File: config.mk
export PLATFORM = sky130hd
export DESIGN_NAME = fpv_ctrl
export DESIGN_NICKNAME = d
export VERILOG_FILES = /design/src/rtl/fpv_pkg.sv /design/src/rtl/fpv_range.sv /design/src/rtl/fpv_wait_timer.sv /design/src/rtl/fpv_verify.sv /design/src/rtl/fpv_ctrl.sv
export SDC_FILE = /design/constraint.sdc
export NUM_CORES = 1
export LEC_CHECK = 0
export BUFFER_PORTS_ARGS = -buffer_cell sky130_fd_sc_hd__buf_2
export CAP_MARGIN = 20
export CORE_ASPECT_RATIO = 2
export CORE_MARGIN = 1
export CORE_UTILIZATION = 36
export CTS_CLUSTER_DIAMETER = 60
export DETAILED_ROUTE_END_ITERATION = 16
export SYNTH_ARGS = -nofsm -noshare
export SYNTH_HDL_FRONTEND = slang
export SYNTH_HIERARCHICAL = 1
export SYNTH_SLANG_ARGS = --single-unit
File: constraint.sdc
create_clock -name clk -period 4.3 [get_ports clk]
set_input_delay 0.43 -clock clk [delete_from_list [all_inputs] [get_ports clk]]
set_output_delay 0.43 -clock clk [all_outputs]
set_load 0.05 [all_outputs]
File: src/rtl/fpv_pkg.sv
package fpv_pkg;

    typedef enum logic [1:0] {
        MODE_FULL  = 2'd0,
        MODE_READ  = 2'd1,
        MODE_PROG  = 2'd2,
        MODE_ERASE = 2'd3
    } mode_e;

    typedef enum logic [1:0] {
        OP_NONE  = 2'd0,
        OP_ERASE = 2'd1,
        OP_PROG  = 2'd2,
        OP_READ  = 2'd3
    } op_e;

    typedef enum logic [3:0] {
        S_IDLE, S_ERASE, S_EWAIT, S_PLAN, S_FILL,
        S_PROG, S_PWAIT, S_READ, S_RCHK, S_FINISH
    } state_e;

    typedef enum logic [1:0] {
        PH_PROG, PH_VERIFY, PH_READ
    } phase_e;

    // chunk = min(remaining, buffer depth, bytes left in page)
    function automatic int unsigned pick_chunk(int unsigned page_off,
                                               int unsigned remain,
                                               int unsigned depth,
                                               int unsigned page);
        int unsigned c;
        c = remain;
        if (c > depth) c = depth;
        if (c > page - page_off) c = page - page_off;
        return c;
    endfunction

endpackage

File: src/rtl/fpv_range.sv
module fpv_range #(
    parameter int ADDR_W = 24,
    localparam int LEN_W = ADDR_W + 1
) (
    input  logic [ADDR_W-1:0] start_addr,
    input  logic [ADDR_W-1:0] range_val,
    input  logic              range_is_end,
    output logic [LEN_W-1:0]  req_len,
    output logic              req_bad
);
    always_comb begin
        if (range_is_end) begin
            req_bad = (range_val < start_addr);
            req_len = {1'b0, range_val} - {1'b0, start_addr} + LEN_W'(1);
        end else begin
            req_bad = 1'b0;
            req_len = {1'b0, range_val};
        end
    end
endmodule

File: src/rtl/fpv_wait_timer.sv
module fpv_wait_timer #(
    parameter int WAIT_CYC = 64
) (
    input  logic clk,
    input  logic rst,
    input  logic load,
    input  logic run,
    output logic expired
);
    localparam int CW = $clog2(WAIT_CYC + 1);
    logic [CW-1:0] cnt;

    always_ff @(posedge clk) begin
        if (rst)                 cnt <= '0;
        else if (load)           cnt <= CW'(WAIT_CYC - 1);
        else if (run && cnt != '0) cnt <= cnt - CW'(1);
    end

    assign expired = (cnt == '0);

    // a freshly loaded wait is never reported as finished the next cycle
    assert_wait_armed_R5: assert property (@(posedge clk) disable iff (rst)
        (load && WAIT_CYC > 1) |=> !expired);
endmodule

File: src/rtl/fpv_verify.sv
module fpv_verify #(
    parameter int ADDR_W = 24
) (
    input  logic              clk,
    input  logic              rst,
    input  logic              clear,
    input  logic              en,
    input  logic [7:0]        flash_byte,
    input  logic [7:0]        image_byte,
    input  logic [ADDR_W-1:0] byte_addr,
    output logic              fail,
    output logic [ADDR_W-1:0] fail_addr
);
    always_ff @(posedge clk) begin
        if (rst || clear) begin
            fail      <= 1'b0;
            fail_addr <= '0;
        end else if (en && !fail && flash_byte != image_byte) begin
            fail      <= 1'b1;
            fail_addr <= byte_addr;
        end
    end

    // once a mismatch is latched it stays, with a frozen address
    assert_fail_hold_R4: assert property (@(posedge clk) disable iff (rst)
        (fail && !clear) |=> (fail && $stable(fail_addr)));
endmodule

File: src/rtl/fpv_ctrl.sv
module fpv_ctrl
    import fpv_pkg::*;
#(
    parameter int ADDR_W   = 24,
    parameter int DEPTH    = 16,
    parameter int PAGE     = 256,
    parameter int WAIT_CYC = 64,
    localparam int LEN_W   = ADDR_W + 1
) (
    input  logic              clk,
    input  logic              rst,
    input  logic              start,
    input  logic [1:0]        mode,
    input  logic [ADDR_W-1:0] start_addr,
    input  logic [ADDR_W-1:0] range_val,
    input  logic              range_is_end,
    output logic              busy,
    output logic              done,
    output logic              pass,
    output logic              fail,
    output logic [ADDR_W-1:0] fail_addr,
    output logic              range_err,
    output logic [ADDR_W-1:0] img_addr,
    input  logic [7:0]        img_data,
    output logic              seq_req,
    output logic [1:0]        seq_op,
    output logic [ADDR_W-1:0] seq_addr,
    output logic [LEN_W-1:0]  seq_len,
    input  logic              seq_ack,
    output logic              seq_tx_push,
    output logic [7:0]        seq_tx_data,
    input  logic              seq_rx_valid,
    input  logic [7:0]        seq_rx_data,
    output logic              rd_valid,
    output logic [ADDR_W-1:0] rd_addr,
    output logic [7:0]        rd_data
);
    state_e             state;
    phase_e             phase;
    mode_e              mode_q;
    logic [ADDR_W-1:0]  start_q, cur, off;
    logic [LEN_W-1:0]   len_q, remain, chunk, idx, next_chunk, req_len;
    logic               req_bad, push_v, done_q, pass_q, err_q, expired;

    fpv_range #(.ADDR_W(ADDR_W)) u_range (
        .start_addr(start_addr), .range_val(range_val), .range_is_end(range_is_end),
        .req_len(req_len), .req_bad(req_bad)
    );

    fpv_wait_timer #(.WAIT_CYC(WAIT_CYC)) u_wait (
        .clk(clk), .rst(rst),
        .load((state == S_ERASE || state == S_PROG) && seq_ack),
        .run(state == S_EWAIT || state == S_PWAIT),
        .expired(expired)
    );

    fpv_verify #(.ADDR_W(ADDR_W)) u_cmp (
        .clk(clk), .rst(rst),
        .clear(start && state == S_IDLE),
        .en(rd_valid && phase == PH_VERIFY),
        .flash_byte(rd_data), .image_byte(img_data), .byte_addr(rd_addr),
        .fail(fail), .fail_addr(fail_addr)
    );

    assign next_chunk = LEN_W'(pick_chunk(32'(cur) % 32'(PAGE), 32'(remain),
                                          32'(DEPTH), 32'(PAGE)));

    always_ff @(posedge clk) begin
        if (rst) begin
            state <= S_IDLE;  phase <= PH_PROG;  mode_q <= MODE_FULL;
            start_q <= '0;    cur <= '0;         off <= '0;
            len_q <= '0;      remain <= '0;      chunk <= '0;  idx <= '0;
            push_v <= 1'b0;   rd_valid <= 1'b0;  rd_addr <= '0; rd_data <= '0;
            done_q <= 1'b0;   pass_q <= 1'b0;    err_q <= 1'b0;
        end else begin
            push_v   <= 1'b0;
            rd_valid <= 1'b0;
            done_q   <= 1'b0;
            case (state)
                S_IDLE: if (start) begin
                    mode_q  <= mode_e'(mode);
                    start_q <= start_addr;  cur <= start_addr;  off <= '0;
                    len_q   <= req_len;     remain <= req_len;
                    pass_q  <= 1'b0;        err_q <= req_bad;
                    if (req_bad || req_len == '0) state <= S_FINISH;
                    else begin
                        case (mode_e'(mode))
                            MODE_FULL, MODE_ERASE: state <= S_ERASE;
                            MODE_PROG: begin phase <= PH_PROG; state <= S_PLAN; end
                            default:   begin phase <= PH_READ; state <= S_PLAN; end
                        endcase
                    end
                end
                S_ERASE: if (seq_ack) state <= S_EWAIT;
                S_EWAIT: if (expired) begin
                    if (mode_q == MODE_ERASE) state <= S_FINISH;
                    else begin phase <= PH_PROG; state <= S_PLAN; end
                end
                S_PLAN: begin
                    if (phase == PH_VERIFY && fail) state <= S_FINISH;
                    else if (remain == '0) begin
                        if (phase == PH_PROG && mode_q == MODE_FULL) begin
                            phase <= PH_VERIFY;  cur <= start_q;
                            remain <= len_q;     off <= '0;
                        end else state <= S_FINISH;
                    end else begin
                        chunk <= next_chunk;
                        idx   <= '0;
                        state <= (phase == PH_PROG) ? S_FILL : S_READ;
                    end
                end
                S_FILL: begin
                    if (idx < chunk) begin
                        idx    <= idx + LEN_W'(1);
                        push_v <= 1'b1;
                    end else if (!push_v) state <= S_PROG;
                end
                S_PROG: if (seq_ack) begin
                    cur <= cur + chunk[ADDR_W-1:0];
                    off <= off + chunk[ADDR_W-1:0];
                    remain <= remain - chunk;
                    state <= S_PWAIT;
                end
                S_PWAIT: if (expired) state <= S_PLAN;
                S_READ: begin
                    if (seq_rx_valid) begin
                        idx      <= idx + LEN_W'(1);
                        rd_valid <= 1'b1;
                        rd_addr  <= cur + idx[ADDR_W-1:0];
                        rd_data  <= seq_rx_data;
                    end
                    if (seq_ack) begin
                        cur <= cur + chunk[ADDR_W-1:0];
                        off <= off + chunk[ADDR_W-1:0];
                        remain <= remain - chunk;
                        state <= S_RCHK;
                    end
                end
                S_RCHK: state <= S_PLAN;
                S_FINISH: begin
                    done_q <= 1'b1;
                    pass_q <= !err_q && !fail;
                    state  <= S_IDLE;
                end
                default: state <= S_IDLE;
            endcase
        end
    end

    always_comb begin
        seq_req  = (state == S_ERASE) || (state == S_PROG) || (state == S_READ);
        seq_op   = OP_NONE;
        seq_addr = cur;
        seq_len  = chunk;
        case (state)
            S_ERASE: begin seq_op = OP_ERASE; seq_addr = start_q; seq_len = len_q; end
            S_PROG:  seq_op = OP_PROG;
            S_READ:  seq_op = OP_READ;
            default: seq_op = OP_NONE;
        endcase
    end

    assign img_addr    = off + idx[ADDR_W-1:0];
    assign seq_tx_push = push_v;
    assign seq_tx_data = img_data;
    assign busy        = (state != S_IDLE);
    assign done        = done_q;
    assign pass        = pass_q;
    assign range_err   = err_q;

    // end-of-run strobe lasts one cycle
    assert_done_pulse_R10: assert property (@(posedge clk) disable iff (rst)
        done |=> !done);
    // success and mismatch are exclusive
    assert_pass_fail_R10: assert property (@(posedge clk) disable iff (rst)
        !(pass && fail));
    // command fields frozen until acknowledged
    assert_req_hold_R11: assert property (@(posedge clk) disable iff (rst)
        (seq_req && !seq_ack) |=> (seq_req && $stable(seq_op)
                                   && $stable(seq_addr) && $stable(seq_len)));
    // buffer fill never overlaps an open command
    assert_push_quiet_R11: assert property (@(posedge clk) disable iff (rst)
        seq_tx_push |-> !seq_req);
    // data commands fit the buffer and one page
    assert_chunk_fit_R2: assert property (@(posedge clk) disable iff (rst)
        (seq_req && seq_op != OP_ERASE) |->
        (seq_len != '0 && 32'(seq_len) <= DEPTH
         && (32'(seq_addr) % 32'(PAGE)) + 32'(seq_len) <= 32'(PAGE)));
    // a rejected range issues nothing
    assert_no_cmd_on_err_R6: assert property (@(posedge clk) disable iff (rst)
        range_err |-> !seq_req);
endmodule

; ---- Word-level counts from Yosys, hierarchy flattened
; Cells that the tools add are included.
[word_totals]
output_inout_bits = 147
regBits = 249
elab_cells = 177
in_bits = 72
[classes]
n_lt_le_gt_ge = 4
bitwise = 4
mux = 62
n_reduce_logical = 43
n_eq_ne = 33
add_sub_neg = 10
[op_table]
columns = op, count
row1 = $mux W25, 13
row2 = $mux W24, 11
row3 = $pmux W25 S3, 2
row4 = $pmux W24 S3, 2
row5 = $add A24 B24 Y24, 4
row6 = $mux W4, 13
row7 = $add A25 B1 Y25 const B, 2
row8 = $logic_not A25 Y1, 2
row9 = $pmux W4 S9, 1
row10 = $ne A2 B2 Y1 const B, 17
row11 = $gt A25 B32 Y1, 1
row12 = $gt A25 B5 Y1 const B, 1
row13 = $lt A25 B25 Y1, 1
row14 = $sub A24 B24 Y25, 1
row15 = $sub A25 B25 Y25, 1
row16 = $lt A24 B24 Y1, 1
row17 = $mux W2, 9
row18 = $reduce_and A9 Y1, 2
row19 = $eq A4 B3 Y1 const B, 4
row20 = $mux W6, 2
row21 = $pmux W2 S3, 2
row22 = $reduce_or A2 Y1, 5
row23 = $sub A9 B8 Y10 const A, 1
row24 = $logic_and A1 B1 Y1, 9
row25 = other kinds (26), 49

; ---- Logic depth before layout (Yosys ltp)
; Gate-level depths: netlist of run 1.
[depth]
depth_word = 8
mapped_depth = 21
ltp_nobuf = 21

; ---- Cells and area by module
; The synthesis of run 1 kept the hierarchy.
[modules_own_cells]
columns = module, n_inst, area_each_um2, seq_area_each_um2, cells_each
row1 = fpv_ctrl, 1, 15924.0, 4344.2, 2055
row2 = fpv_range, 1, 2477.4, 0.0, 342
row3 = fpv_verify, 1, 1092.3, 500.5, 118
row4 = fpv_wait_timer, 1, 375.4, 140.1, 41

; ---- Worst setup path after synthesis of run 1
; No wires, ideal clock.
[synth_path]
path_type = in2reg
from = input port start_addr[1]
to = register phase[1]
n_path_buf = 0
setup_slack_ns = 0.303
t_arrival_ns = 3.869
path_stages = 21
t_required_ns = 4.172
setup_ns = 0.128
path_cell_list = inv_1 > ha_1 > inv_1 > ha_1 > inv_1 > fa_1 > or2_1 > a211oi_2 > o31ai_4 > a311oi_1 > nor3_1 > o31ai_2 > nor4_1 > nand2_1 > nor4_1 > a41o_1 > o21ai_0 > o22ai_1 > a2111oi_2 > mux2i_1 > nor2_1
[synth_between]
elab_chain_cells = 7
word_cells_on_any_way = 9
cone_classes = add/sub: 2 / order compare: 1 / eq/ne: 1 / mux: 2 / reduce/logical: 3
[synth_rtl]
columns = item, line
row1 = from (decl), fpv_ctrl.sv:14  ; input logic [ADDR_W-1:0] start_addr,
row2 = $sub A24 B24 Y25, fpv_range.sv:14  ; req_len = {1'b0, range_val} - {1'b0, start_addr} + LEN_W'(1);
row3 = $add A25 B1 Y25, fpv_range.sv:14
row4 = $mux W25, fpv_range.sv:12  ; if (range_is_end) begin
row5 = via req_len[17], fpv_ctrl.sv:42  ; logic [LEN_W-1:0] len_q, remain, chunk, idx, next_chunk, req_len;
row6 = $logic_not A25 Y1, fpv_ctrl.sv:85  ; if (req_bad || req_len == '0) state <= S_FINISH;
row7 = $logic_or A1 B1 Y1, fpv_ctrl.sv:85
row8 = $ne A2 B2 Y1 (no source line), -
row9 = $reduce_and A9 Y1 (no source line), -
row10 = to (signal assigned), fpv_ctrl.sv:89  ; MODE_PROG: begin phase <= PH_PROG; state <= S_PLAN; end
row11 = to (signal assigned), fpv_ctrl.sv:90  ; default: begin phase <= PH_READ; state <= S_PLAN; end
row12 = to (signal assigned), fpv_ctrl.sv:97  ; else begin phase <= PH_PROG; state <= S_PLAN; end
row13 = to (decl), fpv_ctrl.sv:39  ; phase_e phase;
; The timed path passes the listed nets, and every way through them passes these cells.
; A chain may end at the register's enable or synchronous reset.

; ---- Worst setup path after layout of run 1
[layout_path]
from = register idx[10]
to = output port img_addr[17]
[layout_between]
elab_chain_cells = 1
[layout_rtl]
columns = item, line
row1 = from (decl), fpv_ctrl.sv:42
row2 = from (signal assigned), fpv_ctrl.sv:114  ; idx <= idx + LEN_W'(1);
row3 = from (signal assigned), fpv_ctrl.sv:127  ; idx <= idx + LEN_W'(1);
row4 = $add A24 B24 Y24, fpv_ctrl.sv:163  ; assign img_addr = off + idx[ADDR_W-1:0];
row5 = to (decl), fpv_ctrl.sv:23  ; output logic [ADDR_W-1:0] img_addr,
; No other way between the ends.

==> metrics.txt, run 1 <==
worst voltage drop across the vdd grid=0.330 mV; result of the run=completed; most used cell, CP=sky130_fd_sc_hd__a21oi_1; Highest Clock Rate=0.245 GHz; placed cells=3485; final weighted congestion in routability-driven placement=0.977; CTS Buf Count=25; placed standard-cell area=22500 µm²; residual overflow from global routing=0; fin area=23400 µm²; critical path fanouts, max=5; Clk Tree Root Cell=sky130_fd_sc_hd__clkbuf_16; Detail Route Antenna Nets=0; width of the chip=168 µm; Avg Synthesized Cell Area=7.77 µm²; Worst Setup Path Type=reg2out; cell with the largest stage delay on the worst path=sky130_fd_sc_hd__dfxtp_1; flip-flop and latch count after synthesis=249; pin slew with the least headroom to its limit=1.06 ns; clock tree buffer depth=3; sequential share of the synthesized area=25.1%; synthesized cell area=19900 µm²; Ant. Diodes=0; crit-path cells=ha_1, a21oi_2, nor4b_1, buf_4, o21ai_1, a21o_1, a21oi_1, o21bai_1, a21oi_1, xnor2_1, clkbuf_4; buffer and inverter count on the worst path=2; number of enable-type register cells in the synthesized netlist=0; most common flop cell mapped by yosys=sky130_fd_sc_hd__dfxtp_1; Final Hold Viols=0; Relative slew margins=28.4%; power density over the cells=528 nW/µm²; count of TritonRoute iterations in the first routing pass=6; family with the most delay on the worst path=compound AO/OA/AOI/OAI gates; Fillers=5597; number of buffer cells added on primary ports=218; Critical Path AT=3.65 ns; Final min period=4.08 ns; share of the clock period used by the worst path=94.9%; antenna violations before repair=0; share of flip-flops with an asynchronous set or reset after synthesis=0%; final HPWL from detailed placement=60500 µm; core area=54500 µm²; num ports=219; unrepaired setup endpoints after global routing=no; floorplan row count=121; pins over their slew limit=0; Final Core Density=42.8%; Starting DRT DRC Count=1178; setup clock skew after layout=0.0181 ns; count of mapped cells out of synthesis=2556; Slowest Stage Delay on Critical Path=0.52 ns; Leak Pwr=10.2 nW; total clock sinks=249; average routed wire per standard cell=21.5 µm; max cap viols=0; total power consumption of the routed design=0.0123 W; total via count after detailed routing=20200; final setup fails=0; number of warnings printed during yosys synthesis=6; vertical die dimension=334 µm; fraction of final layout cells with drive strength greater than 1=18.2%; hold-fix buffer count after cts=0; number of global-route vias before repair=20400; final net count=3127; number of distinct library cells after synthesis=102; largest net degree at the start of global routing=125; worst min-delay path class=in2reg; clock-pin slew reported for the worst setup and hold paths after clock tree synthesis=0.06 ns; Tot GR Track Use=26.6%; data required time at the worst endpoint=3.87 ns; nature of the critical path startpoint=register; synthesis-to-finish area growth=17.5%; starting density of the core=36.5%; CTS tree=built; number of cells in the finished layout apart from fillers=3530; floorplan die area=56200 µm²; total detailed-routing wirelength=76000 µm; capturing element type of the critical path=output port; Skew-Pair Late Insertion Delay=0.56 ns; remaining design rule violation count=0; number of vias per cell after detailed routing=5.71; H-Tree Level Count=1; first-pass GRT wire length=115000 µm
==> per-stage QoR <==
stage	setup slack, ns	hold slack (ns)	TNS [ns]
2_1_floorplan	0.303	0.446	0
3_3_place_gp	-0.300	0.439	-0.679
3_5_place_dp	-0.379	0.445	-0.897
4_1_cts	0.00904	0.0877	0
5_1_grt	0.0198	0.0962	0
6_report	0.218	0.106	0
==> final timing paths <==
kind                                          from                          endpoint  slack (ns)  cells past startpoint
setup / recovery              idx[10]$_SDFFE_PP0P_                      img_addr[17]        0.22                     11
hold / removal                      seq_rx_data[3]           rd_data[3]$_SDFFE_PP0P_        0.11                      3
setup reg to reg           remain[24]$_SDFFE_PP0P_             chunk[0]$_SDFFE_PP0P_        0.35                     18
hold reg to reg   u_cmp/fail_addr[19]$_SDFFE_PP0P_  u_cmp/fail_addr[19]$_SDFFE_PP0P_        0.45                      2
==> sequential cells by signal, summed over array words and instances, names as in the netlist <==
register and cells:
len_q 25, done 1, cur 24, seq_tx_push 1, u_cmp/fail_addr 24, state 4, chunk 25, u_cmp/fail 1
start_q 24, pass 1, mode_q 2, remain 25, rd_data 8, idx 25, range_err 1, phase 2
rd_valid 1, off 24, rd_addr 24, u_wait/cnt 7
==> kinds of logic after synthesis <==
| logic type | synth area share (%) |
|---|---|
| adder cells (fa/ha/maj) | 14.4 |
| other | 0.0189 |
| buffers and inverters | 5.38 |
| AND/OR/NAND/NOR | 20.9 |
| multiplexers | 3.41 |
| XOR/XNOR | 6.08 |
| AO/OA/AOI/OAI | 24.7 |
| flip-flops | 25.1 |
==> worst register-to-register path, stage by stage, from the launching register on <==
cell                       delay, ns
sky130_fd_sc_hd__dfxtp_1        0.35
sky130_fd_sc_hd__nor4_2         0.36
sky130_fd_sc_hd__buf_4          0.20
sky130_fd_sc_hd__nand3_1        0.16
sky130_fd_sc_hd__buf_4          0.21
sky130_fd_sc_hd__or2_2          0.30
sky130_fd_sc_hd__a21oi_1        0.12
sky130_fd_sc_hd__buf_4          0.14
sky130_fd_sc_hd__and2_1         0.17
sky130_fd_sc_hd__ha_1           0.26
sky130_fd_sc_hd__nor2b_1        0.13
sky130_fd_sc_hd__o21ai_0        0.14
sky130_fd_sc_hd__nand2b_1       0.08
sky130_fd_sc_hd__a21oi_1        0.13
sky130_fd_sc_hd__o21ai_0        0.09
sky130_fd_sc_hd__a21oi_1        0.15
sky130_fd_sc_hd__a21o_1         0.28
sky130_fd_sc_hd__mux2_2         0.37
sky130_fd_sc_hd__a211oi_1       0.22
==> placed cells by master, fill, tap and decap left out, types with 10 or more instances in the layout <==
cell type,n
sky130_fd_sc_hd__nand2_1,374
sky130_fd_sc_hd__a21oi_1,251
sky130_fd_sc_hd__dfxtp_1,246
sky130_fd_sc_hd__buf_2,213
sky130_fd_sc_hd__ha_1,201
sky130_fd_sc_hd__nor2_1,186
sky130_fd_sc_hd__buf_4,156
sky130_fd_sc_hd__o21ai_0,138
sky130_fd_sc_hd__inv_1,130
sky130_fd_sc_hd__xnor2_1,91
sky130_fd_sc_hd__a21o_1,53
sky130_fd_sc_hd__nand3_1,50
sky130_fd_sc_hd__nor3_1,50
sky130_fd_sc_hd__xor2_1,47
sky130_fd_sc_hd__nand2b_1,35
sky130_fd_sc_hd__mux2i_1,34
sky130_fd_sc_hd__a221oi_1,32
sky130_fd_sc_hd__mux2_2,30
sky130_fd_sc_hd__nand4_1,26
sky130_fd_sc_hd__a211oi_1,25
sky130_fd_sc_hd__clkbuf_16,25
sky130_fd_sc_hd__a31oi_1,24
sky130_fd_sc_hd__o21a_1,21
sky130_fd_sc_hd__nor2b_1,21
sky130_fd_sc_hd__nor4_1,20
sky130_fd_sc_hd__a22oi_1,19
sky130_fd_sc_hd__o211ai_1,17
sky130_fd_sc_hd__o21bai_1,17
sky130_fd_sc_hd__a311oi_1,17
sky130_fd_sc_hd__fa_1,17
sky130_fd_sc_hd__and2_1,16
sky130_fd_sc_hd__and3_1,16
sky130_fd_sc_hd__o21ai_1,15
sky130_fd_sc_hd__or3_1,14
sky130_fd_sc_hd__nand3b_1,10
sky130_fd_sc_hd__nor3b_1,10
==> power breakdown <==
group	leakage, nW	switching (W)	internal (W)
clock	0.407	0.00101	0.00128
combinational	7.80	0.00430	0.00251
sequential	2.02	0.000541	0.00268
==> metal layers <==
layer,track usage [%],share of wire (%),routed length (µm)
met1,27.0,36,27600
met2,50.1,52,39600
met5,0,0,0
met4,19.2,7.6,5810
met3,2.37,4.1,3090
==> Yosys cell counts (30+ instances only) <==
cell type / n / area share [%]
sky130_fd_sc_hd__a21o_1: 53 / 2.0
sky130_fd_sc_hd__a21oi_1: 252 / 6.3
sky130_fd_sc_hd__a221oi_1: 32 / 1.4
sky130_fd_sc_hd__clkbuf_1: 88 / 1.7
sky130_fd_sc_hd__dfxtp_1: 249 / 25
sky130_fd_sc_hd__ha_1: 202 / 13
sky130_fd_sc_hd__inv_1: 130 / 2.5
sky130_fd_sc_hd__mux2_2: 30 / 1.7
sky130_fd_sc_hd__mux2i_1: 34 / 1.7
sky130_fd_sc_hd__nand2_1: 374 / 7.1
sky130_fd_sc_hd__nand2b_1: 35 / 1.1
sky130_fd_sc_hd__nand3_1: 51 / 1.3
sky130_fd_sc_hd__nor2_1: 188 / 3.6
sky130_fd_sc_hd__nor3_1: 50 / 1.3
sky130_fd_sc_hd__o21ai_0: 138 / 3.5
sky130_fd_sc_hd__xnor2_1: 91 / 4.0
sky130_fd_sc_hd__xor2_1: 47 / 2.1
==> final cells by class <==
cell class	instances	area [µm²]	area share [%]
tap	676	846	3.62
clock buffer	35	713	3.05
timing repair buffer	375	2310	9.88
inverter	132	495	2.12
sequential	249	4990	21.4
clock inverter	10	110	0.471
multi-input combinational	2053	13900	59.5
==> repair_timing <==
item	4_1_cts	5_1_grt
gates resized for setup	0	14
endpoints found under the setup margin	0	9
setup buffers	0	0
hold endpoints to repair	0	0
(Power assumes the default switching activity.)
==> inputs of run 2 (changes only) <==
- CELL_PAD_IN_SITES_DETAIL_PLACEMENT: not set -> 2
- CELL_PAD_IN_SITES_GLOBAL_PLACEMENT: not set -> 2
- CORE_ASPECT_RATIO: 2 -> 0.9
- CORE_UTILIZATION: 36 -> 32
- PLACE_DENSITY_LB_ADDON: not set -> 0.1
==> metrics.txt, run 2 (synthesis results as in run 1) <==
result of the run=completed; total via count after detailed routing=20600 (+2.1%); Detail Route Antenna Nets=0 (unchanged); number of cells in the finished layout apart from fillers=3679 (+4.2%); core area=61300 µm² (+13%); pin slew with the least headroom to its limit=1.01 ns (-0.0554 ns); Clk Tree Root Cell=sky130_fd_sc_hd__clkbuf_16; final net count=3153 (+0.83%); hold depth=3 (unchanged); average routed wire per standard cell=23.9 µm (+11%); fraction of final layout cells with drive strength greater than 1=19.8% (+1.6 points); residual overflow from global routing=0 (unchanged); final HPWL from detailed placement=69400 µm (+15%); worst voltage drop across the vdd grid=0.343 mV (+4.1%); antenna violations before repair=2 (+2); Tot GR Track Use=27.4% (+0.85 points); CTS Buf Count=39 (+56%); destination of the worst register-to-register timing path=chunk[0]$_SDFFE_PP0P_; Fillers=7125 (+27%); pins over their slew limit=0 (unchanged); worst min-delay path class=in2reg; leading cell types in the layout, fill and taps excluded=sky130_fd_sc_hd__nand2_1, sky130_fd_sc_hd__a21oi_1, sky130_fd_sc_hd__dfxtp_1; hold-fix buffer count after cts=0 (unchanged); clock-pin slew reported for the worst setup and hold paths after clock tree synthesis=0.06 ns (about the same); number of vias per cell after detailed routing=5.59 (-2.0%); clock tree buffer depth=3 (unchanged); first-pass GRT wire length=134000 µm (+16%); area occupied by multi-input gates=14000 µm² (+0.87%); number of buffer cells added on primary ports=218 (unchanged); num ports=219 (unchanged); Highest Clock Rate=0.239 GHz (-2.6%); floorplan row count=86 (-29%); Final min period=4.19 ns (+0.108 ns); Starting DRT DRC Count=904 (-23%); number of global-route vias before repair=22000 (+7.9%); most common cell after layout, fill and taps aside=sky130_fd_sc_hd__nand2_1; Hold Crit Endpoint=rd_data[1]$_SDFFE_PP0P_; total detailed-routing wirelength=87900 µm (+16%); critical path fanouts, max=3 (-2); starting density of the core=32.4% (-4.1 points); count of TritonRoute iterations in the first routing pass=4 (-2); Critical Path AT=4.64 ns (+0.99 ns); share of the clock period used by the worst path=97.4% (+2.5 points); placed cells=3609 (+3.6%); largest net degree at the start of global routing=106 (-15%); total power consumption of the routed design=0.0136 W (+10%); floorplan die area=63100 µm² (+12%); setup clock skew after layout=0.0261 ns (+0.00796 ns); power density over the cells=562 nW/µm² (+6.5%); final setup fails=0 (unchanged); total clock sinks=249 (unchanged); sequential cell area=4990 µm² (about the same); synthesis-to-finish area growth=21.7%; width of the chip=265 µm (+57%); Reg2Reg Setup Slack=0.50 ns (+0.15 ns); CTS tree=built; Final Hold Viols=0 (unchanged); r2r worst-path depth=16 (-2); Relative slew margins=31.9% (+3.5 points); Worst Setup Path Type=in2reg; worst reg2reg path startpoint=remain[24]$_SDFFE_PP0P_; remaining design rule violation count=0 (unchanged); Skew-Pair Late Insertion Delay=0.58 ns (+0.02 ns); Leak Pwr=10.5 nW (+2.9%); capturing element type of the critical path=register; launch point of the worst hold path=seq_rx_data[1]; final weighted congestion in routability-driven placement=0.852 (-13%); max cap viols=0 (unchanged); H-Tree Level Count=2 (+1); vertical die dimension=238 µm (-29%); data required time at the worst endpoint=4.75 ns (+0.88 ns); nature of the critical path startpoint=primary input
run 2: cell count changes in the layout (fill, tap and decap cells not counted), sizes merged:
| cell | delta |
|---|---|
| clkbuf | +8 |
| clkinv | +4 |
| clkinvlp | -1 |
| diode | +1 |
| inv | +5 |
| buf | +16 |
run 2: repair_timing:
action	CTS	global route
endpoints found under the setup margin	4	9
resized for setup	4	31
gates cloned	0	0
setup buffers	0	2
pin swaps	0	13
run 2: final cells by class:
| type | instances | area share, % |
|---|---|---|
| multi-input combinational | 2053 | 57.9 |
| clock inverter | 18 | 0.828 |
| tap | 792 | 4.10 |
| antenna | 1 | 0.0103 |
| sequential | 249 | 20.6 |
| inverter | 132 | 2.05 |
| timing repair buffer | 387 | 10.1 |
| clock buffer | 47 | 4.33 |
run 2: stage by stage:
step                      util [%]  area (µm²)  worst slack [ns]  setup TNS (ns)  hold slack [ns]
after floorplan                  -       19900             0.303               0            0.446
after global placement        37.0       22700            -0.551           -1.88            0.440
after detailed placement      37.0       22700            -0.729           -2.66            0.445
after CTS                     39.1       24000            0.0101               0           0.0600
after global routing          39.4       24200           -0.0365         -0.0537           0.0928
final                         39.4       24200             0.110               0           0.0937
run 2: critical path, cell delays in order:
cell and delay, ns:
sky130_fd_sc_hd__buf_2 0.11, sky130_fd_sc_hd__inv_2 0.07, sky130_fd_sc_hd__ha_4 0.20, sky130_fd_sc_hd__inv_1 0.06, sky130_fd_sc_hd__ha_2 0.18, sky130_fd_sc_hd__inv_1 0.05
sky130_fd_sc_hd__fa_2 0.34, sky130_fd_sc_hd__or2_4 0.27, sky130_fd_sc_hd__a211oi_2 0.23, sky130_fd_sc_hd__buf_4 0.17, sky130_fd_sc_hd__o31ai_4 0.09, sky130_fd_sc_hd__a311oi_2 0.27
sky130_fd_sc_hd__o21a_1 0.18, sky130_fd_sc_hd__o31ai_2 0.08, sky130_fd_sc_hd__nor4_2 0.41, sky130_fd_sc_hd__nand2_1 0.14, sky130_fd_sc_hd__nor4_2 0.36, sky130_fd_sc_hd__a41o_2 0.33
sky130_fd_sc_hd__o21ai_2 0.08, sky130_fd_sc_hd__o22ai_2 0.26, sky130_fd_sc_hd__a2111oi_4 0.09, sky130_fd_sc_hd__mux2i_1 0.18, sky130_fd_sc_hd__nor2_1 0.06
run 2: power by group:
group | leakage (nW) | internal, W | switching (W)
clock network | 0.620 | 0.00187 | 0.00131
registers | 2.03 | 0.00268 | 0.000539
logic | 7.88 | 0.00259 | 0.00459
run 2: metal layers:
| metal | global-route usage [%] | share of wire, % |
|---|---|---|
| met5 | 0 | 0 |
| met3 | 3.53 | 3.6 |
| met1 | 35.0 | 45 |
| met4 | 11.8 | 4.3 |
| met2 | 46.3 | 47 |
run 2: worst max-delay path by stage:
stage,from,end,cells after the start
4_1_cts,idx[1]$_SDFFE_PP0P_,img_addr[21],12
6_report,start_addr[1],phase[1]$_SDFFE_PP0P_,23
2_1_floorplan,start_addr[1],phase[1]$_SDFFE_PP0P_,21
3_5_place_dp,start_addr[1],phase[0]$_SDFFE_PP0P_,23
3_3_place_gp,start_addr[1],phase[0]$_SDFFE_PP0P_,23
5_1_grt,start_addr[1],phase[1]$_SDFFE_PP0P_,23
